**src/rtl/fr_pkg.sv**
```systemverilog
// Package: shared constants and the command phase type for the fast-read responder.
// Assumes one command per chip-select low period.
package fr_pkg;
    localparam logic [7:0] OPC_FAST_READ = 8'h0B;
    localparam int OPC_BITS   = 8;
    localparam int ADDR_FIELD = 24;
    localparam int DUMMY_BITS = 8;
    localparam int BYTE_W     = 8;

    typedef enum logic [2:0] {
        PH_OPCODE = 3'd0,
        PH_ADDR   = 3'd1,
        PH_DUMMY  = 3'd2,
        PH_DATA   = 3'd3,
        PH_IGNORE = 3'd4
    } phase_t;
endpackage

```
**src/rtl/fr_pin_sync.sv**
```systemverilog
// Module: brings SCK, chip select and MOSI into the system clock domain through
// a configurable synchronizer chain and flags SCK edges. All three pins pass
// through the same depth, so their relative order is kept.
// Assumes SCK runs several times slower than clk.
module fr_pin_sync #(
    parameter int STAGES = 2
) (
    input  logic clk,
    input  logic rst_n,
    input  logic sck_in,
    input  logic cs_n_in,
    input  logic mosi_in,
    output logic sck_rise,
    output logic sck_fall,
    output logic cs_active,
    output logic mosi_s
);
    // bit order {mosi, cs_n, sck}; chip select resets to inactive
    localparam logic [2:0] IDLE_VEC = 3'b010;

    logic [2:0] chain [STAGES];
    logic       sck_prev;

    generate
        for (genvar s = 0; s < STAGES; s++) begin : g_stage
            // Purpose: one synchronizer flop stage for the three pins.
            always_ff @(posedge clk) begin
                if (!rst_n) begin
                    chain[s] <= IDLE_VEC;
                end else if (s == 0) begin
                    chain[s] <= {mosi_in, cs_n_in, sck_in};
                end else begin
                    chain[s] <= chain[(s > 0) ? s - 1 : 0];
                end
            end
        end
    endgenerate

    // Purpose: remember the last synchronized SCK level for edge detection.
    always_ff @(posedge clk) begin
        if (!rst_n) sck_prev <= 1'b0;
        else        sck_prev <= chain[STAGES-1][0];
    end

    assign sck_rise  =  chain[STAGES-1][0] & ~sck_prev;
    assign sck_fall  = ~chain[STAGES-1][0] &  sck_prev;
    assign cs_active = ~chain[STAGES-1][1];
    assign mosi_s    =  chain[STAGES-1][2];
endmodule

```
**src/rtl/fr_mem_array.sv**
```systemverilog
// Module: byte-wide register array with one synchronous write port and one
// combinational read port. Depth is 2^ADDR_BITS, so addresses wrap naturally.
// Assumes writes happen only while no read command is active.
module fr_mem_array #(
    parameter int ADDR_BITS = 8,
    parameter int DATA_W    = 8
) (
    input  logic                 clk,
    input  logic                 wr_en,
    input  logic [ADDR_BITS-1:0] wr_addr,
    input  logic [DATA_W-1:0]    wr_data,
    input  logic [ADDR_BITS-1:0] rd_addr,
    output logic [DATA_W-1:0]    rd_data
);
    localparam int DEPTH = 1 << ADDR_BITS;

    logic [DATA_W-1:0] store [DEPTH];

    // Purpose: write one entry when the load strobe is high.
    always_ff @(posedge clk) begin
        if (wr_en) store[wr_addr] <= wr_data;
    end

    assign rd_data = store[rd_addr];
endmodule

```
**src/rtl/fr_cmd_ctrl.sv**
```systemverilog
// Module: command sequencer. It counts bits on rising SCK edges, decodes the
// opcode, captures the address, skips the dummy byte, and then shifts array
// bytes out on falling SCK edges. Dropping chip select clears all phase state.
// Assumes sck_rise and sck_fall are never high in the same cycle.
module fr_cmd_ctrl
    import fr_pkg::*;
#(
    parameter int ADDR_BITS = 8
) (
    input  logic                 clk,
    input  logic                 rst_n,
    input  logic                 sck_rise,
    input  logic                 sck_fall,
    input  logic                 cs_active,
    input  logic                 mosi,
    input  logic [BYTE_W-1:0]    rd_data,
    output logic [ADDR_BITS-1:0] rd_addr,
    output logic                 miso_bit,
    output logic                 miso_en
);
    localparam int CNT_W = $clog2(ADDR_FIELD);

    phase_t              phase;
    logic [CNT_W-1:0]    bit_cnt;
    logic [ADDR_FIELD-1:0] rx_sr;
    logic [ADDR_FIELD-1:0] rx_next;
    logic [ADDR_BITS-1:0] ptr;
    logic [BYTE_W-1:0]   tx_sr;
    logic [2:0]          tx_cnt;
    logic                tx_live;
    logic                byte_load;

    assign rx_next   = {rx_sr[ADDR_FIELD-2:0], mosi};
    assign byte_load = sck_fall && (phase == PH_DATA) && (tx_cnt == 3'd0);

    // Purpose: input side; advance phases on rising SCK edges.
    always_ff @(posedge clk) begin
        if (!rst_n || !cs_active) begin
            phase   <= PH_OPCODE;
            bit_cnt <= '0;
            rx_sr   <= '0;
        end else if (sck_rise) begin
            rx_sr <= rx_next;
            unique case (phase)
                PH_OPCODE: begin
                    if (bit_cnt == CNT_W'(OPC_BITS - 1)) begin
                        bit_cnt <= '0;
                        phase   <= (rx_next[BYTE_W-1:0] == OPC_FAST_READ) ? PH_ADDR : PH_IGNORE;
                    end else begin
                        bit_cnt <= bit_cnt + 1'b1;
                    end
                end
                PH_ADDR: begin
                    if (bit_cnt == CNT_W'(ADDR_FIELD - 1)) begin
                        bit_cnt <= '0;
                        phase   <= PH_DUMMY;
                    end else begin
                        bit_cnt <= bit_cnt + 1'b1;
                    end
                end
                PH_DUMMY: begin
                    if (bit_cnt == CNT_W'(DUMMY_BITS - 1)) begin
                        bit_cnt <= '0;
                        phase   <= PH_DATA;
                    end else begin
                        bit_cnt <= bit_cnt + 1'b1;
                    end
                end
                default: ;
            endcase
        end
    end

    // Purpose: address pointer; capture at the last address bit, step on each byte load.
    always_ff @(posedge clk) begin
        if (!rst_n || !cs_active) begin
            ptr <= '0;
        end else if (sck_rise && phase == PH_ADDR && bit_cnt == CNT_W'(ADDR_FIELD - 1)) begin
            ptr <= rx_next[ADDR_BITS-1:0];
        end else if (byte_load) begin
            ptr <= ptr + 1'b1;
        end
    end

    // Purpose: output side; load or shift the transmit byte on falling SCK edges.
    always_ff @(posedge clk) begin
        if (!rst_n || !cs_active) begin
            tx_sr   <= '0;
            tx_cnt  <= '0;
            tx_live <= 1'b0;
        end else if (byte_load) begin
            tx_sr   <= rd_data;
            tx_cnt  <= 3'd7;
            tx_live <= 1'b1;
        end else if (sck_fall && phase == PH_DATA) begin
            tx_sr  <= {tx_sr[BYTE_W-2:0], 1'b0};
            tx_cnt <= tx_cnt - 1'b1;
        end
    end

    assign rd_addr  = ptr;
    assign miso_bit = tx_sr[BYTE_W-1];
    assign miso_en  = tx_live;


    drive_start_chk: assert property (@(posedge clk) disable iff (!rst_n)
        $rose(tx_live) |-> ($past(sck_fall) && $past(phase) == PH_DATA));


    reject_quiet_chk: assert property (@(posedge clk) disable iff (!rst_n)
        (phase == PH_IGNORE) |-> !tx_live);


    ptr_step_chk: assert property (@(posedge clk) disable iff (!rst_n)
        (byte_load && cs_active) |=> (ptr == $past(ptr) + 1'b1));


    deselect_clear_chk: assert property (@(posedge clk) disable iff (!rst_n)
        !cs_active |=> (phase == PH_OPCODE && !tx_live && bit_cnt == '0));


    edge_excl_chk: assert property (@(posedge clk) disable iff (!rst_n)
        !(sck_rise && sck_fall));
endmodule

```
**src/rtl/fastread_responder.sv**
```systemverilog
// Module: top of the serial flash fast-read responder. It ties the pin
// synchronizer, the command sequencer and the storage array together. The
// serial output is split into data and pad enable; the enable is also gated
// directly by the raw chip select so the line releases at once.
// Assumes the system clock runs at least 6x faster than SCK.
module fastread_responder #(
    parameter int ADDR_BITS   = 8,
    parameter int SYNC_STAGES = 2
) (
    input  logic                 clk,
    input  logic                 rst_n,
    input  logic                 spi_sck,
    input  logic                 spi_cs_n,
    input  logic                 spi_mosi,
    output logic                 spi_miso,
    output logic                 spi_miso_oe,
    input  logic                 load_en,
    input  logic [ADDR_BITS-1:0] load_addr,
    input  logic [7:0]           load_data
);
    logic                 sck_rise;
    logic                 sck_fall;
    logic                 cs_active;
    logic                 mosi_s;
    logic [ADDR_BITS-1:0] rd_addr;
    logic [7:0]           rd_data;
    logic                 miso_en;

    fr_pin_sync #(.STAGES(SYNC_STAGES)) u_sync (
        .clk       (clk),
        .rst_n     (rst_n),
        .sck_in    (spi_sck),
        .cs_n_in   (spi_cs_n),
        .mosi_in   (spi_mosi),
        .sck_rise  (sck_rise),
        .sck_fall  (sck_fall),
        .cs_active (cs_active),
        .mosi_s    (mosi_s)
    );

    fr_cmd_ctrl #(.ADDR_BITS(ADDR_BITS)) u_ctrl (
        .clk       (clk),
        .rst_n     (rst_n),
        .sck_rise  (sck_rise),
        .sck_fall  (sck_fall),
        .cs_active (cs_active),
        .mosi      (mosi_s),
        .rd_data   (rd_data),
        .rd_addr   (rd_addr),
        .miso_bit  (spi_miso),
        .miso_en   (miso_en)
    );

    fr_mem_array #(.ADDR_BITS(ADDR_BITS), .DATA_W(8)) u_mem (
        .clk     (clk),
        .wr_en   (load_en),
        .wr_addr (load_addr),
        .wr_data (load_data),
        .rd_addr (rd_addr),
        .rd_data (rd_data)
    );

    assign spi_miso_oe = miso_en & ~spi_cs_n;


    reset_quiet_chk: assert property (@(posedge clk)
        !rst_n |=> !spi_miso_oe);


    release_chk: assert property (@(posedge clk) disable iff (!rst_n)
        spi_cs_n |-> !spi_miso_oe);
endmodule

```
**config.mk**
```make
export PLATFORM = sky130hd
export DESIGN_NAME = fastread_responder
export DESIGN_NICKNAME = d
export VERILOG_FILES = /design/src/rtl/fr_pkg.sv /design/src/rtl/fr_pin_sync.sv /design/src/rtl/fr_mem_array.sv /design/src/rtl/fr_cmd_ctrl.sv /design/src/rtl/fastread_responder.sv
export SDC_FILE = /design/constraint.sdc
export NUM_CORES = 2
export LEC_CHECK = 0
export BUFFER_PORTS_ARGS = -buffer_cell sky130_fd_sc_hd__buf_2
export CAP_MARGIN = 20
export CORE_MARGIN = 2
export CORE_UTILIZATION = 54
export DETAILED_ROUTE_END_ITERATION = 8
export PLACE_DENSITY = 0.76
export SLEW_MARGIN = 40
export SYNTH_ARGS = -nofsm -noshare
export SYNTH_HDL_FRONTEND = slang
export SYNTH_SLANG_ARGS = --single-unit
```
**constraint.sdc**
```tcl
create_clock -name clk -period 3.97 [get_ports clk]
set_clock_uncertainty 0.2 [all_clocks]
set_input_delay 0.794 -clock clk [delete_from_list [all_inputs] [get_ports clk]]
set_output_delay 0.794 -clock clk [all_outputs]
set_load 0.02 [all_outputs]
```
# Word level (Yosys, flattened, before mapping)
# Memory sizes are Yosys's and may differ from the RTL's. A register that Yosys moved wholly into a read port is not among the register bits.
# Index checks and enable logic that the tools add are counted.
[word_totals] ff_bits=36 ramBits=2054 inputBits=22 out_inout_bits=2 word_cells=67 memories=2
[mem_list] memory="u_mem.store" words=256 word_bits=8 read_ports=1 rd_clocked_by_memory_dff=1 wr=1 line="fr_mem_array.sv:17" rtl="logic [DATA_W-1:0] store [DEPTH];"
[mem_list] memory="u_sync.chain" words=2 word_bits=3 read_ports=2 rd_clocked_by_memory_dff=0 wr=2 line="fr_pin_sync.sv:21" rtl="logic [2:0] chain [STAGES];"
[classes] addsub=3 eq_ne=9 mux=22 n_bitwise=8 n_reduce_logical=15
[op_table] cell="8-bit 2-to-1 mux" count=6
[op_table] cell="3-bit 2-to-1 mux" count=8
[op_table] cell="5-bit 2-to-1 mux" count=2
[op_table] cell="5-bit case mux with 2 select lines" count=1
[op_table] cell="3-bit case mux with 3 select lines" count=1
[op_table] cell="8-bit by 1-bit adder with 8-bit output, second input constant" count=1
[op_table] cell="8-bit by 4-bit equality test with 1-bit output, second input constant" count=1
[op_table] cell="3-bit by 2-bit equality test with 1-bit output, second input constant" count=2
[op_table] cell="3-bit zero test" count=2
[op_table] cell="2-bit by 1-bit != test with 1-bit output, second input constant" count=3
[op_table] cell="2-bit nonzero test" count=3
[op_table] cell="5-bit by 1-bit adder with 5-bit output, second input constant" count=1
[op_table] cell="5-bit by 3-bit equality test with 1-bit output, second input constant" count=1
[op_table] cell="5-bit equality test, second input constant" count=1
[op_table] cell="5-bit AND reduction" count=1
[op_table] cell="1-bit logical AND" count=4
[op_table] cell="1-bit 2-to-1 mux" count=4
[op_table] cell="1-bit AND" count=3
[op_table] cell="3-bit by 1-bit equality test with 1-bit output, second input constant" count=1
[op_table] cell="1-bit NOT" count=3
[op_table] cell="3-bit nonzero test" count=1
[op_table] cell="3-bit by 1-bit subtractor with 3-bit output, second input constant" count=1
[op_table] cell="1-bit bitwise OR" count=2
[op_table] cell="2-bit AND reduction" count=1
[op_table] cell="other kinds (3)" count=3

# Longest topological paths before layout
[depth] depth_word=8 depth_mapped=13 depth_no_buf=8

# Cells and area by module
# Synthesis repeated with hierarchy kept, for this count alone.
[unflattened] hier_cells=3934 hier_area_um2=81336.8
[modules_own_cells] module="fr_mem_array" instances=1 cells_per_inst=3725 area_per_inst_um2=79396.1 seq_area_each_um2=61499.0
[modules_own_cells] module="fr_cmd_ctrl" instances=1 cells_per_inst=191 area_per_inst_um2=1726.7 seq_area_each_um2=700.7
[modules_own_cells] module="fr_pin_sync" instances=1 cells_per_inst=17 area_per_inst_um2=200.2 seq_area_each_um2=140.1
[modules_own_cells] module="fastread_responder" instances=1 cells_per_inst=1 area_per_inst_um2=13.8 seq_area_each_um2=0.0

# Least setup slack after synthesis
# Ideal clock, no wire load.
[synth_timing] path_kind="input to register" from="input load_addr[0]" to="memory u_mem.store[237][0], enable pin" arrival_time_ps=2240 t_required_ps=3400 setup_slack_ps=1160 path_stages=6 n_path_buf=3 path_cell_list="clkbuf_1 > nor2b_1 > clkbuf_1 > nand4_1 > clkbuf_1 > nor2_1"
[synth_rtl] item="start, declared" line="fastread_responder.sv:18" rtl="input logic [ADDR_BITS-1:0] load_addr,"
[synth_rtl] item="end, declared" line="fr_mem_array.sv:17"
# Straight into the memory's write port.

==> run summary <==
The via count normalized by instance count came out at about 6.7. The global-route wire length before repair is ~320000 µm. The number of H-tree branching levels is 4. The overall global routing resource usage is about 28%. The total leakage power is ~30 nW. The power per unit of standard cell area came out at roughly 460 nW/µm². Of all flip-flops after synthesis, the portion carrying an async set or reset was 0%. The core region is about 150000 µm². In this run the cell area measured after placement is about 88000 µm². The max-slew violation total from the final report came out at 0. The flow ran to the end, and the final reports show no timing, DRC or antenna violations.

The die is about 400 µm wide. The final standard cell utilization of the core is roughly 62%. The number of nets in the synthesized netlist is 4084. OpenSTA, run right after detailed placement, puts the worst setup slack at -0.00603 ns. Counting the fill cells in the layout gives 9976.

Across the run, the number of max-cap violations was 0. In this run the worst hold path is classified as primary input to register. The routability congestion estimate is about 0.93. In the synthesized netlist the dominant register cell turns out to be sky130_fd_sc_hd__edfxtp_1.

CTS placed an instance of sky130_fd_sc_hd__clkbuf_16 at the clock tree root. The routed design has ~220000 µm of wire. The area added between synthesis and finish is 14.7%. Setup repair after global routing left no endpoint under its margin. The effective utilization at floorplan came out at a little over half. The die covers roughly 160000 µm².

The detailed-route via count is around 45000. The sink count of the clock tree is between 2000 and 2500. The total count of hold-check failures in the final report is 0. The maximum buffer depth of the clock tree came out at 3. The footprint of the flip-flops and latches is around 63000 µm². The number of antenna violations at the first check in global routing came out at 19. The worst setup path is captured at a register. The part of the cycle the worst path needs came out at between 90% and 100%. The number of I/O port buffers is 23.

Walking the worst path, the cells encountered are buf_4 > and2_1 > a22oi_1 > a21oi_1 > nor3_2 > a2111oi_1 > o2bb2ai_1. The detailed-router iteration count before antenna repair is 6. The clock latency on the worst-skew pair came out at roughly 0.85 ns.

Sorting the synthesized cells by area gives the leading types as sky130_fd_sc_hd__edfxtp_1, sky130_fd_sc_hd__mux4_2, sky130_fd_sc_hd__mux2i_1, sky130_fd_sc_hd__nor2_1, sky130_fd_sc_hd__dfxtp_1. TritonCTS built the clock tree. The number of buffer and inverter stages on the critical path is 1. The aggregate global routing overflow came out at 0.

The clock slew seen by the registers of the worst setup and hold paths is ~0.06 ns. In this run, the number of DRC markers left after iteration 0 of detailed routing was just over 7000. STA puts the critical path data required time at between 4 and 5 ns. The remaining max-slew budget at the tightest pin came out at between 30% and 40%. After synthesis the netlist holds a flip-flop and latch count of approximately 2100.

The maximum frequency from static timing analysis is between 200 and 300 MHz. The die height is between 300 and 400 µm. The minimum clock period after layout came out at 3.85 ns. In this run, CTS created clock tree buffers numbering between 150 and 200. STA classifies the critical path startpoint as a register.

Grouping stages by cell kind, the critical path spends the most delay in compound AO/OA/AOI/OAI gates. The number of standard cells after synthesis came out at 4058. The worst setup path is of the register to register kind. The most area-hungry cell type in the Yosys netlist is sky130_fd_sc_hd__edfxtp_1.

The top cell type by area accounts for 74.9% of the synthesized area. The number of synthesized flops with an enable pin came out at just over 2000. The count of boundary I/O pins came out at 24. The via count of the first global-routing pass is around 44000. STA puts the critical path data arrival time at about 4.4 ns. For this run, the number of Yosys warnings is 0.

The remaining routing DRC violations came out at 0. The slew of the pin with the lowest slew margin is approximately 0.99 ns. The remaining number of nets flagged by the antenna check after routing came out at 0. After detailed routing, the average wire length per cell comes to approximately 33 µm. The finished cells cover ~94000 µm². After layout, the worst setup slack is 0.119 ns. Cells with a size suffix above 1 make up around 27% of the layout.

The post-synthesis sequential area ratio came out at about three quarters. The final count of negative-setup-slack endpoints came out at 0. The maximum fanout count along the critical path is 30. The peak ir drop on the vdd network came out at around 0.00042 V. The number of cell rows came out at 143. Among all stages on the critical path, the largest delay is contributed by sky130_fd_sc_hd__dfxtp_4. The multi-input combinational cells in the finished layout cover a total of 18100 µm². The post-synth design cell area is between 80000 and 90000 µm². The net count of the finished layout is 4559. The pin count of the biggest net entering global routing came out at 121.

Dividing the synthesized area by the synthesized cell count gives roughly 20 µm². The accumulated negative setup slack is 0 ns. In this design, the stage delay of the slowest critical-path cell is approximately 0.85 ns. The distinct cell type count after synthesis came out at 74. After legalization and detailed placement, the total HPWL measured approximately 140000 µm.

The setup slack of the most critical reg-to-reg path came out at approximately 0.12 ns.
[synthesized netlist by cell type (all sizes together) (20+ instances only)]
| library cell | number |
|---|---|
| clkbuf | 107 |
| buf | 139 |
| o21ai | 43 |
| a21oi | 52 |
| nor2 | 336 |
| nor3 | 37 |
| a211oi | 20 |
| mux2i | 235 |
| o22ai | 66 |
| nand2 | 108 |
| edfxtp | 2048 |
| nor2b | 32 |
| dfxtp | 50 |
| mux4 | 446 |
| o221ai | 52 |
| nand3 | 55 |
[power breakdown]
| part | internal [mW] | switching, mW | leakage (nW) |
|---|---|---|---|
| Sequential | 24.3 | 0.0131 | 18.8 |
| Combinational | 0.105 | 0.491 | 7.19 |
| Clock | 10.5 | 8.25 | 3.13 |
| Total | 34.9 | 8.75 | 29.1 |
[registers in the layout (all words and copies together) (netlist names), named ones only]
register         cells
u_mem.store       2048
u_ctrl.rd_addr       8
u_ctrl.tx_sr         8
u_ctrl.rx_sr         7
u_sync.chain         6
u_ctrl.bit_cnt       5
u_ctrl.phase         3
u_ctrl.tx_cnt        3
u_ctrl.miso_en       1
u_sync.sck_prev      1
[timing repair]
item / in CTS / in global routing
pin swaps: 0 / 0
setup buffers: 0 / 1
resized for setup: 1 / 0
endpoints found under the hold margin: 4 / 0
setup endpoints to repair: 1 / 1
hold buffers: 5 / 0
[routing by layer]
| layer | global-route usage (%) | routed length [µm] |
|---|---|---|
| met3 | 8.32 | 29600 |
| met2 | 43.3 | 103000 |
| met1 | 38.3 | 78500 |
| met5 | 0 | 159 |
| met4 | 13.1 | 11200 |
[path summary, 6_finish.rpt]
kind                       from                   to  cells after the start
max reg2reg            register      u_ctrl.tx_sr[6]                      7
min                load_data[6]  u_mem.store[179][6]                      1
max                    register      u_ctrl.tx_sr[6]                      7
min reg2reg  u_sync.chain[0][1]   u_sync.chain[1][1]                      1
[area by class of cell]
class                           instances  area share, %
Multi-Input combinational cell       1707           19.2
Clock buffer                          246           5.65
Timing Repair Buffer                  520           4.84
Clock inverter                        125           1.18
Sequential cell                      2098           66.3
Antenna cell                           13         0.0345
Tap cell                             2030           2.70
Inverter                                7         0.0305
[layout by cell type, fill, tap and decap left out, types with 52 or more instances in the layout]
cell	count
sky130_fd_sc_hd__edfxtp_1	2048
sky130_fd_sc_hd__clkbuf_16	203
sky130_fd_sc_hd__nand3_1	55
sky130_fd_sc_hd__a21oi_1	52
sky130_fd_sc_hd__nand2_1	107
sky130_fd_sc_hd__o22ai_1	66
sky130_fd_sc_hd__mux2i_1	235
sky130_fd_sc_hd__nor2_1	330
sky130_fd_sc_hd__mux4_2	439
sky130_fd_sc_hd__buf_4	444
[per-stage QoR]
step / std cells / power [mW] / hold WS [ns]
floorplan: 4058 / 24.9 / 0.186
global placement: 6352 / 25.3 / 0.213
detailed placement: 6352 / 25.4 / 0.202
CTS: 6728 / 43.8 / 0.223
global route: 6735 / 44.7 / 0.128
finish: 6746 / 43.7 / 0.148
[logic make-up (layout without fill, tap and decap cells)]
group / Yosys count / after routing / synth area share, %
other: 0 / 13 / 0
adder cells (fa/ha/maj): 4 / 4 / 0.0609
buffers and inverters: 253 / 898 / 1.97
multiplexers: 693 / 693 / 15.3
AND/OR/NAND/NOR: 661 / 661 / 3.58
flip-flops: 2098 / 2098 / 76.1
AO/OA/AOI/OAI: 342 / 342 / 2.96
XOR/XNOR: 7 / 7 / 0.0746
(Power assumes the default switching activity.)
